<file path="src/rtl/msi_fwd_pkg.sv">
// Shared field positions, masks and types for the message address generator.
package msi_fwd_pkg;
    localparam int HART_W    = 14;
    localparam int GUEST_W   = 6;
    localparam int IID_W     = 11;
    localparam int HART_LSB  = 18;
    localparam int GUEST_LSB = 12;
    localparam int LOCK_BIT  = 31;
    localparam logic [31:0] CFG_HI_MASK = 32'h9F77_FFFF;
    localparam logic [31:0] GUEST_FIELD = 32'h0003_F000;

    typedef enum logic [1:0] {
        SEL_M_LO = 2'd0,
        SEL_M_HI = 2'd1,
        SEL_S_LO = 2'd2,
        SEL_S_HI = 2'd3
    } cfg_sel_e;

    typedef struct packed {
        logic [HART_W-1:0]  hart;
        logic [GUEST_W-1:0] guest;
        logic [IID_W-1:0]   iid;
    } fwd_tgt_t;
endpackage

</file>
<file path="src/rtl/msi_cfg_regs.sv">
// Configuration word file: machine and supervisor low/high address words.
// Assumes one write per cycle; the machine high lock bit freezes all words.
// Supervisor words exist only when HAS_CHILD is set, else they read as zero.
module msi_cfg_regs
    import msi_fwd_pkg::*;
#(
    parameter bit HAS_CHILD = 1'b1
) (
    input  logic        clk,
    input  logic        rst_n,
    input  logic        we,
    input  logic [1:0]  waddr,
    input  logic [31:0] wdata,
    input  logic [1:0]  raddr,
    output logic [31:0] rdata,
    output logic [31:0] m_lo,
    output logic [31:0] m_hi,
    output logic [31:0] s_lo,
    output logic [31:0] s_hi
);
    logic [31:0] m_lo_q, m_hi_q;
    logic        locked;

    assign locked = m_hi_q[LOCK_BIT];

    // Machine words: written while unlocked, high word masked to its fields.
    always_ff @(posedge clk) begin
        if (!rst_n) begin
            m_lo_q <= '0;
            m_hi_q <= '0;
        end else if (we && !locked) begin
            if (cfg_sel_e'(waddr) == SEL_M_LO) m_lo_q <= wdata;
            if (cfg_sel_e'(waddr) == SEL_M_HI) m_hi_q <= wdata & CFG_HI_MASK;
        end
    end

    generate
        if (HAS_CHILD) begin : g_sup
            logic [31:0] s_lo_q, s_hi_q;
            // Supervisor words: same lock and mask rules as the machine words.
            always_ff @(posedge clk) begin
                if (!rst_n) begin
                    s_lo_q <= '0;
                    s_hi_q <= '0;
                end else if (we && !locked) begin
                    if (cfg_sel_e'(waddr) == SEL_S_LO) s_lo_q <= wdata;
                    if (cfg_sel_e'(waddr) == SEL_S_HI) s_hi_q <= wdata & CFG_HI_MASK;
                end
            end
            assign s_lo = s_lo_q;
            assign s_hi = s_hi_q;
        end else begin : g_nosup
            assign s_lo = '0;
            assign s_hi = '0;
        end
    endgenerate

    assign m_lo = m_lo_q;
    assign m_hi = m_hi_q;

    // Read multiplexer over the four words.
    always_comb begin
        case (cfg_sel_e'(raddr))
            SEL_M_LO: rdata = m_lo;
            SEL_M_HI: rdata = m_hi;
            SEL_S_LO: rdata = s_lo;
            default:  rdata = s_hi;
        endcase
    end
endmodule

</file>
<file path="src/rtl/msi_addr_calc.sv">
// Combinational address builder: splits the hart index into group and
// in-group parts, packs them with the guest index over the base page and
// returns the byte address. Assumes the configuration high word is already masked.
module msi_addr_calc
    import msi_fwd_pkg::*;
(
    input  logic [31:0]        cfg_lo,
    input  logic [31:0]        cfg_hi,
    input  logic [HART_W-1:0]  hart,
    input  logic [GUEST_W-1:0] guest,
    output logic [63:0]        addr
);
    logic [3:0]  in_w;
    logic [2:0]  grp_w;
    logic [2:0]  in_s;
    logic [4:0]  grp_s;
    logic [63:0] hart64, grp_idx, in_idx, grp_mask, in_mask, guest_mask, page;
    logic        unused_hi;

    assign in_w  = cfg_hi[15:12];
    assign grp_w = cfg_hi[18:16];
    assign in_s  = cfg_hi[22:20];
    assign grp_s = cfg_hi[28:24];
    assign unused_hi = ^{cfg_hi[31:29], cfg_hi[23], cfg_hi[19]};

    // Field split and packing of the page number.
    always_comb begin
        hart64     = {{(64-HART_W){1'b0}}, hart};
        in_mask    = (64'd1 << in_w) - 64'd1;
        grp_mask   = (64'd1 << grp_w) - 64'd1;
        guest_mask = (64'd1 << in_s) - 64'd1;
        grp_idx    = hart64 >> in_w;
        in_idx     = hart64 & in_mask;
        page       = {20'd0, cfg_hi[11:0], cfg_lo};
        page       = page | ((grp_idx & grp_mask) << ({1'b0, grp_s} + 6'd12));
        page       = page | (in_idx << in_s);
        page       = page | ({{(64-GUEST_W){1'b0}}, guest} & guest_mask);
        addr       = page << 12;
    end
endmodule

</file>
<file path="src/rtl/msi_src_sched.sv">
// Per-source pending bits, target table and lowest-index ready picker.
// Assumes the clear request names the source whose message was accepted.
module msi_src_sched
    import msi_fwd_pkg::*;
#(
    parameter int N_SRC = 8,
    localparam int IDX_W = (N_SRC > 1) ? $clog2(N_SRC) : 1
) (
    input  logic             clk,
    input  logic             rst_n,
    input  logic             domain_en,
    input  logic [N_SRC-1:0] src_en,
    input  logic [N_SRC-1:0] src_set,
    input  logic             tgt_we,
    input  logic [IDX_W-1:0] tgt_idx,
    input  logic [31:0]      tgt_wdata,
    input  logic             clr_valid,
    input  logic [IDX_W-1:0] clr_idx,
    output logic [N_SRC-1:0] pend,
    output logic             pick_valid,
    output logic [IDX_W-1:0] pick_idx,
    output fwd_tgt_t         pick_tgt
);
    fwd_tgt_t         tgt_q [N_SRC];
    logic [N_SRC-1:0] ready;
    logic             unused_tgt_bit;

    assign unused_tgt_bit = tgt_wdata[11];

    generate
        for (genvar i = 0; i < N_SRC; i++) begin : g_src
            // Pending bit: set pulse wins over the acceptance clear.
            always_ff @(posedge clk) begin
                if (!rst_n)                                      pend[i] <= 1'b0;
                else if (src_set[i])                             pend[i] <= 1'b1;
                else if (clr_valid && clr_idx == IDX_W'(i))      pend[i] <= 1'b0;
            end
            // Target word: keeps hart, guest and identity fields only.
            always_ff @(posedge clk) begin
                if (!rst_n) tgt_q[i] <= '0;
                else if (tgt_we && tgt_idx == IDX_W'(i)) begin
                    tgt_q[i].hart  <= tgt_wdata[HART_LSB +: HART_W];
                    tgt_q[i].guest <= tgt_wdata[GUEST_LSB +: GUEST_W];
                    tgt_q[i].iid   <= tgt_wdata[IID_W-1:0];
                end
            end
        end
    endgenerate

    assign ready = pend & src_en & {N_SRC{domain_en}};

    // Lowest ready index wins.
    always_comb begin
        pick_valid = 1'b0;
        pick_idx   = '0;
        for (int i = N_SRC - 1; i >= 0; i--) begin
            if (ready[i]) begin
                pick_valid = 1'b1;
                pick_idx   = IDX_W'(i);
            end
        end
        pick_tgt = tgt_q[pick_idx];
    end
endmodule

</file>
<file path="src/rtl/msi_addr_gen.sv">
// Message-signalled interrupt address generator top. Picks the next message
// (generate register first, then lowest ready source), builds its address
// with the configuration of this instance's level and holds it on a
// valid/ready write channel until accepted. Assumes msg_ready may stall freely.
module msi_addr_gen
    import msi_fwd_pkg::*;
#(
    parameter int N_SRC         = 8,
    parameter bit MACHINE_LEVEL = 1'b1,
    parameter bit HAS_CHILD     = 1'b1,
    localparam int IDX_W = (N_SRC > 1) ? $clog2(N_SRC) : 1
) (
    input  logic             clk,
    input  logic             rst_n,
    input  logic             cfg_we,
    input  logic [1:0]       cfg_waddr,
    input  logic [31:0]      cfg_wdata,
    input  logic [1:0]       cfg_raddr,
    output logic [31:0]      cfg_rdata,
    input  logic             domain_en,
    input  logic             tgt_we,
    input  logic [IDX_W-1:0] tgt_idx,
    input  logic [31:0]      tgt_wdata,
    input  logic [N_SRC-1:0] src_en,
    input  logic [N_SRC-1:0] src_set,
    output logic [N_SRC-1:0] src_pend,
    input  logic             gen_we,
    input  logic [31:0]      gen_wdata,
    output logic [31:0]      gen_rdata,
    output logic             msg_valid,
    input  logic             msg_ready,
    output logic [63:0]      msg_addr,
    output logic [31:0]      msg_data
);
    logic [31:0] cfg_m_lo, cfg_m_hi, cfg_s_lo, cfg_s_hi, cur_lo, cur_hi;
    logic [31:0] gen_q;
    logic        gen_req_q;
    logic        pick_valid;
    logic [IDX_W-1:0] pick_idx;
    fwd_tgt_t    pick_tgt;
    logic        msg_valid_q, fly_gen_q;
    logic [IDX_W-1:0] fly_idx_q;
    logic [63:0] msg_addr_q, calc_addr;
    logic [31:0] msg_data_q;
    logic        accept, load, use_gen;
    logic [HART_W-1:0]  sel_hart;
    logic [GUEST_W-1:0] sel_guest;
    logic [IID_W-1:0]   sel_iid;
    logic        unused_gen;

    assign unused_gen = ^gen_q[17:11];

    msi_cfg_regs #(.HAS_CHILD(HAS_CHILD)) u_cfg (
        .clk   (clk),
        .rst_n (rst_n),
        .we    (cfg_we),
        .waddr (cfg_waddr),
        .wdata (cfg_wdata),
        .raddr (cfg_raddr),
        .rdata (cfg_rdata),
        .m_lo  (cfg_m_lo),
        .m_hi  (cfg_m_hi),
        .s_lo  (cfg_s_lo),
        .s_hi  (cfg_s_hi)
    );

    msi_src_sched #(.N_SRC(N_SRC)) u_sched (
        .clk        (clk),
        .rst_n      (rst_n),
        .domain_en  (domain_en),
        .src_en     (src_en),
        .src_set    (src_set),
        .tgt_we     (tgt_we),
        .tgt_idx    (tgt_idx),
        .tgt_wdata  (tgt_wdata),
        .clr_valid  (accept && !fly_gen_q),
        .clr_idx    (fly_idx_q),
        .pend       (src_pend),
        .pick_valid (pick_valid),
        .pick_idx   (pick_idx),
        .pick_tgt   (pick_tgt)
    );

    // Level picks the configuration set used for every message.
    assign cur_lo = MACHINE_LEVEL ? cfg_m_lo : cfg_s_lo;
    assign cur_hi = MACHINE_LEVEL ? cfg_m_hi : cfg_s_hi;

    assign accept  = msg_valid_q && msg_ready;
    assign use_gen = gen_req_q;
    assign load    = !msg_valid_q && (gen_req_q || pick_valid);

    // Field selection for the next message.
    always_comb begin
        if (use_gen) begin
            sel_hart  = gen_q[HART_LSB +: HART_W];
            sel_guest = '0;
            sel_iid   = gen_q[IID_W-1:0];
        end else begin
            sel_hart  = pick_tgt.hart;
            sel_guest = MACHINE_LEVEL ? '0 : pick_tgt.guest;
            sel_iid   = pick_tgt.iid;
        end
    end

    msi_addr_calc u_calc (
        .cfg_lo (cur_lo),
        .cfg_hi (cur_hi),
        .hart   (sel_hart),
        .guest  (sel_guest),
        .addr   (calc_addr)
    );

    // Generate register and its request-awaiting-selection flag.
    always_ff @(posedge clk) begin
        if (!rst_n) begin
            gen_q     <= '0;
            gen_req_q <= 1'b0;
        end else if (gen_we) begin
            gen_q     <= gen_wdata & ~GUEST_FIELD;
            gen_req_q <= 1'b1;
        end else if (load && use_gen) begin
            gen_req_q <= 1'b0;
        end
    end

    // Output holding register of the write channel.
    always_ff @(posedge clk) begin
        if (!rst_n) begin
            msg_valid_q <= 1'b0;
            msg_addr_q  <= '0;
            msg_data_q  <= '0;
            fly_gen_q   <= 1'b0;
            fly_idx_q   <= '0;
        end else if (accept) begin
            msg_valid_q <= 1'b0;
        end else if (load) begin
            msg_valid_q <= 1'b1;
            msg_addr_q  <= calc_addr;
            msg_data_q  <= {{(32-IID_W){1'b0}}, sel_iid};
            fly_gen_q   <= use_gen;
            fly_idx_q   <= pick_idx;
        end
    end

    assign msg_valid = msg_valid_q;
    assign msg_addr  = msg_addr_q;
    assign msg_data  = msg_data_q;
    assign gen_rdata = gen_q;
endmodule

</file>
<file path="config.mk">
export PLATFORM = sky130hd
export DESIGN_NAME = msi_addr_gen
export DESIGN_NICKNAME = d
export VERILOG_FILES = /design/src/rtl/msi_fwd_pkg.sv /design/src/rtl/msi_cfg_regs.sv /design/src/rtl/msi_addr_calc.sv /design/src/rtl/msi_src_sched.sv /design/src/rtl/msi_addr_gen.sv
export SDC_FILE = /design/constraint.sdc
export NUM_CORES = 1
export LEC_CHECK = 0
export ABC_AREA = 1
export BUFFER_PORTS_ARGS = -buffer_cell sky130_fd_sc_hd__buf_2
export CORE_MARGIN = 2
export CORE_UTILIZATION = 60
export CTS_BUF_LIST = sky130_fd_sc_hd__clkbuf_8 sky130_fd_sc_hd__clkbuf_16
export CTS_CLUSTER_DIAMETER = 40
export DETAILED_ROUTE_END_ITERATION = 7
export GPL_ROUTABILITY_DRIVEN = 0
export PLACE_DENSITY = 0.81
export SLEW_MARGIN = 10
export SYNTH_ARGS = -nofsm -noshare
export SYNTH_HDL_FRONTEND = slang
export SYNTH_SLANG_ARGS = --single-unit
</file>
<file path="constraint.sdc">
create_clock -name clk -period 4.8 [get_ports clk]
set_clock_uncertainty 0.2 [all_clocks]
set_input_delay 0.48 -clock clk [delete_from_list [all_inputs] [get_ports clk]]
set_output_delay 0.48 -clock clk [all_outputs]
set_load 0.02 [all_outputs]
</file>
# Yosys cells after proc, flatten, opt, wreduce, memory -nomap -nowiden
# Memories as Yosys holds them, arrays and structs flattened.
# Cells that the tools add are included.
# classes
add_sub_neg,3
eq_ne,19
n_shift,5
mux,86
bitwise_logic,32
reduce_logical,44
# op_table
op,count
"subtractor 64 x 1 -> 64 bit, second input constant",2
two-way mux 14 bit,9
two-way mux 11 bit,9
one-hot mux 32 bit (3 select lines),1
bitwise AND 14 x 64 -> 64 bit,1
bitwise AND 64 bit,1
"left shift 1 x 3 -> 64 bit, first input constant",1
"left shift 1 x 4 -> 64 bit, first input constant",1
left shift 64 x 3 -> 52 bit,1
left shift 64 x 6 -> 52 bit,1
>> shifter 14 x 4 -> 64 bit,1
OR 44 x 52 -> 52 bit,1
OR 52 bit,1
two-way mux 1 bit,51
two-way mux 6 bit,8
"== test 3 bit, second input constant",8
two-way mux 3 bit,8
OR 1 bit,24
logical AND 1 bit,21
nonzero test 2 bit,9
bitwise AND 8 bit,2
"== test 3 x 2 -> 1 bit, second input constant",4
AND reduction 2 bit,5
"adder 5 x 4 -> 6 bit, second input constant",1
9 further kinds,18
# word_totals
ff_bits,223
ram_bits,248
in_bits,126
out_inout_bits,169
wordCells,209
memories,1
# memory_table
memory,words,width,rd,rd_ports_with_merged_regs,write_ports,line,text
u_sched.tgt_q,8,31,1,0,8,msi_src_sched.sv:24,fwd_tgt_t tgt_q [N_SRC];

# Depth between registers and ports, before layout
# An unclocked memory read counts as a cell.
# logic_depth
word_depth,17
ltp_mapped,30
depth_no_buf,27

# Hierarchy
# A second synthesis with hierarchy kept.
# unflattened
hier_cells,3744
hier_area_um2,26284.0
# by_module_without_submodules
mod,instances,cells_per_inst,area_each_um2
msi_src_sched,1,1493,12749.7
msi_cfg_regs,1,864,5561.6
msi_addr_gen,1,740,4800.9
msi_addr_calc,1,647,3171.8

# Least setup slack after synthesis
# Ideal clock, no wire load.
# synth_timing
path_kind,input-to-reg
from,in tgt_idx[0]
to,"mem u_sched.tgt_q[7][0] in the netlist's numbering, enable pin"
t_arrival_ns,2.348
required_time_ns,4.158
setup_slack_ns,1.811
path_stages,2
path_buffers,0
path_cell_list,nand2_1 -> o21ai_0
# synth_rtl
item,line,text
"start, declared",msi_addr_gen.sv:22,"input logic [IDX_W-1:0] tgt_idx,"
"end, declared",msi_src_sched.sv:24,

# Final worst setup path
# layout_timing
from,"reg u_cfg.m_hi_q[12], in the netlist u_cfg.m_hi[12]"
to,"reg msg_addr_q[24], in the netlist msg_addr[24]"
# layout_between
elab_chain_len,5
elab_cells_between_ends,9
cone_classes,1 x add/sub; 4 x shift; 4 x bitwise
# layout_rtl
item,line,text
"start, declared",msi_cfg_regs.sv:21,"logic [31:0] m_lo_q, m_hi_q;"
"start signal, assigned",msi_cfg_regs.sv:33,if (cfg_sel_e'(waddr) == SEL_M_HI) m_hi_q <= wdata & CFG_HI_MASK;
left shift 1 x 4 -> 64 bit or >> shifter 14 x 4 -> 64 bit (tied branches),"msi_addr_calc.sv:29, msi_addr_calc.sv:32",
subtractor 64 x 1 -> 64 bit or bitwise AND 64 bit (tied branches),"msi_addr_calc.sv:29, msi_addr_calc.sv:35",
bitwise AND 14 x 64 -> 64 bit or left shift 64 x 6 -> 52 bit (tied branches),"msi_addr_calc.sv:33, msi_addr_calc.sv:35",
left shift 64 x 3 -> 52 bit or OR 44 x 52 -> 52 bit (tied branches),"msi_addr_calc.sv:36, msi_addr_calc.sv:35",
OR 52 bit (*),msi_addr_calc.sv:36,page = page | (in_idx << in_s);
"end signal, assigned",msi_addr_gen.sv:138,msg_addr_q <= calc_addr;
"end, declared",msi_addr_gen.sv:43,"logic [63:0] msg_addr_q, calc_addr;"
# Mark *: on every way between the ends. The rest lies on a longest branch, timed or not.
# A chain may end at the register's enable or synchronous reset.

==> out/metrics.csv <==
stage,metric,value,unit
sta,Max Slew Vio Count,0,
sta,Tmin final,4140,ps
setup_path,CP Max Fanout,17,
setup_path,R2R Path Start,u_cfg.m_hi[12],
logic_synthesis,synth top area cells,"edfxtp_1, dfxtp_1, nor2_1, nand3_1, nand2_1",
route,drt first pass iters,8,
logic_synthesis,Synth Warn #,0,
layout,NumNets Final,2885,
sta,fmax,241,MHz
clocking,H-tree Lvls,2,
setup_path,crit path launch,u_cfg.m_hi[12],
power,Comb pwr share,16.6,%
min_path,hold_sp,cfg_wdata[13],
status,status,"complete, but fails checks",
route,routed wl met3,9270,um
global_routing,largest net degree at the start of global routing,106,
die,die extent in x,187,um
route,ANT nets after route,0,
clocking,cts hold-fix bufs,64,
power,PwrDens,425,nW/um2
die,core box area,33400,um2
clocking,clk sinks,423,
power,P_sw,3020,uW
global_routing,GRT Util Overall,37.1,%
route,drt via density,6.18,
clocking,post-CTS setup repair buffer count,0,
logic_synthesis,Yosys top cell area share,29.8,%
placed_design,HPWL after detailed placement,40800,um
route,Top Metal Used,met5,
route,WL met1,24700,um
die,Die Ht,187,um
logic_synthesis,Post-Synthesis Cells,2520,
route,aggregate routed wire length,66500,um
setup_path,Setup crit end kind,flop,
logic_synthesis,area of the mapped netlist,20200,um2
route,Starting DRT DRC Count,3002,
global_routing,grt total ovfl,0,
setup_path,kind of critical path,reg2reg,
layout,Layout Utilization,72.1,%
global_routing,initial antenna violation count,1,
logic_synthesis,Synth top cells by count,"nor2_1, nand2_1, nand3_1",
logic_synthesis,Most used DFF post-synth,dfxtp_1,
global_routing,first-pass GRT wire length,102000,um
route,DR WL/cell,20.4,um
setup_path,Critical Path AT,4410,ps
route,WL met2,29900,um
die,Initial Util,60.5,%
clocking,cts repair resizes,0,
clocking,Max clock buf depth,3,
logic_synthesis,"Distinct cells, synth",48,
sta,worst rel slew slack,21.5,%
sta,Slew @ Worst Pin,1180,ps
logic_synthesis,average size of a mapped cell,8.01,um2
sta,fin crit share,86.4,%
layout,share of layout cells above drive strength 1,15.3,%
logic_synthesis,most common cell in the synthesized netlist,nor2_1,
sta,final hold vios,0,
global_routing,vias in the first global route,18600,
status,failing checks,design-rule violations,
sta,RSZ-0062 raised after global routing,false,
placed_design,port buffer count,242,
sta,setup total negative slack,0,ps
layout,Inserted Diodes,0,
logic_synthesis,sequential fraction of the synthesis area,51.9,%
power,cell internal pwr,7200,uW
setup_path,Startpoint Class,flop,
power,Clock Power Share,42.3,%
route,DR vias,20100,
setup_path,"Data required, critical path",5060,ps
layout,Area Growth Syn to Fin,19.2,%
power,Peak VDD IR,314,uV
power,P_leak,0.0101,uW
clocking,Worst-Skew Late Latency,600,ps
logic_synthesis,Yosys reg bits,423,
clocking,Root Buffer,clkbuf_16,
job,MaxCap Viol Count,0,
die,Ports,295,
logic_synthesis,asr flop ratio synth,0,%
logic_synthesis,Synth area leader,edfxtp_1,
clocking,CTS tree,built,
sta,number of setup violations in the final report,0,
die,FP Rows,67,
logic_synthesis,number of synthesized flops with an enable pin,200,
route,drc violations,7,
min_path,worst hold path class,in2reg,
power,sw frac,29.5,%
clocking,TritonCTS Buffers,54,
power,total power draw,10200,uW
clocking,Clock transition at path regs,60,ps
die,Die Area,35100,um2
power,Seq pwr share,41.2,%
[metal layers]
layer | track usage, % | vias to the layer above
li1 | - | 8996
met1 | 50.1 | 9334
met2 | 58.1 | 1518
met3 | 8.71 | 226
met4 | 14.9 | 2
met5 | 0 | -
[worst paths after layout]
kind	slack (ps)	to	depth (start not counted)
max	660	msg_addr[24]	16
max reg2reg	660	msg_addr[24]	16
min reg2reg	260	msg_addr[60]	2
min	30	u_cfg.s_lo[13]	3
[metrics by stage]
| stage | area, um2 | worst slack [ps] | hold WS (ps) | cells |
|---|---|---|---|---|
| detailed placement | 21500 | 841 | 255 | 3085 |
| global placement | 21500 | 901 | 240 | 3085 |
| finish | 24100 | 655 | 25.8 | 3250 |
| CTS | 24100 | 861 | 1.03 | 3250 |
| floorplan | 20300 | 1810 | 230 | 2558 |
| global route | 24100 | 490 | 47.0 | 3250 |
[layout by cell type, fill, tap and decap left out, types with 3 or more instances in the layout]
cell           synthesis  final
clkinv_1               5      7
dfxtp_1              223    223
mux2i_1               11     11
nand3_1              296    296
o21ai_0              231    230
dlygate4sd3_1          0     64
o2111ai_1             28     28
inv_1                100    101
nand2_1              348    347
clkbuf_16              0     57
inv_2                  5      6
or2_2                 15     15
bufinv_16              0      8
clkinv_4               0      3
buf_4                 41     46
nor3_1                 8      7
nor2_2                 5      5
o21ai_1                7      7
nor4_1                12     12
clkinv_2               1     12
a21oi_1              115    115
clkinvlp_4             0      7
nor2_1               574    574
inv_6                  0      3
nand3_2                4      4
a31oi_1                4      4
clkinv_8               0      3
clkbuf_8               0      3
nand2_2                3      4
buf_2                 17    241
o32ai_1               20     20
conb_1                 1     39
o211ai_1              17     17
xor2_1                 4      3
edfxtp_1             200    200
nand4_1               53     53
[kinds of logic (layout without fill, tap and decap cells)]
logic type,after synthesis,after routing,share of synthesized area (%)
AO/OA/AOI/OAI,434,434,12.2
XOR/XNOR,5,5,0.217
adder cells (fa/ha/maj),2,2,0.124
buffers and inverters,320,564,7.11
flip-flops,423,423,51.9
multiplexers,11,11,0.546
other,1,39,0.0186
AND/OR/NAND/NOR,1324,1324,27.9
[final cells by class]
class | count | area (um2)
clock buffers | 60 | 1470
clock inverters | 41 | 487
fillers | 2459 | 9310
inverters | 111 | 418
multi-input cells | 1815 | 8440
flip-flops and latches | 423 | 10500
well taps | 448 | 561
repair buffers | 352 | 2210
[registers in the layout, indices dropped and copies added (netlist names)]
signal,count
u_cfg.m_hi,28
u_cfg.m_lo,32
u_cfg.s_lo,32
msg_valid,1
gen_req_q,1
u_sched.tgt_q,200
msg_addr,52
msg_data,11
u_sched.pend,8
gen_rdata,26
fly_gen_q,1
u_cfg.s_hi,28
fly_idx_q,3
[worst max-delay path, cell delays in order, from the launching register on]
cell and delay (ps):
dfxtp_1 740, inv_1 430, nor2_1 270, nand2_1 90
ha_1 250, nand2_1 170, inv_1 90, o21ai_0 150
o41ai_1 140, o2111a_1 180, o21ai_0 300, nand2_1 90
o21ai_0 120, nor2_1 70, nor4_1 420, buf_4 220
a21oi_1 60
[power groups by stage]
stage               clock network (uW)  logic [uW]  registers [uW]
floorplan                            0        1000            4320
CTS                               4310        1640            4190
detailed placement                   0        1580            4260
global route                      4480        1820            4220
finish                            4320        1690            4210
global placement                     0        1540            4250
Power figures use the tool's default switching activity.
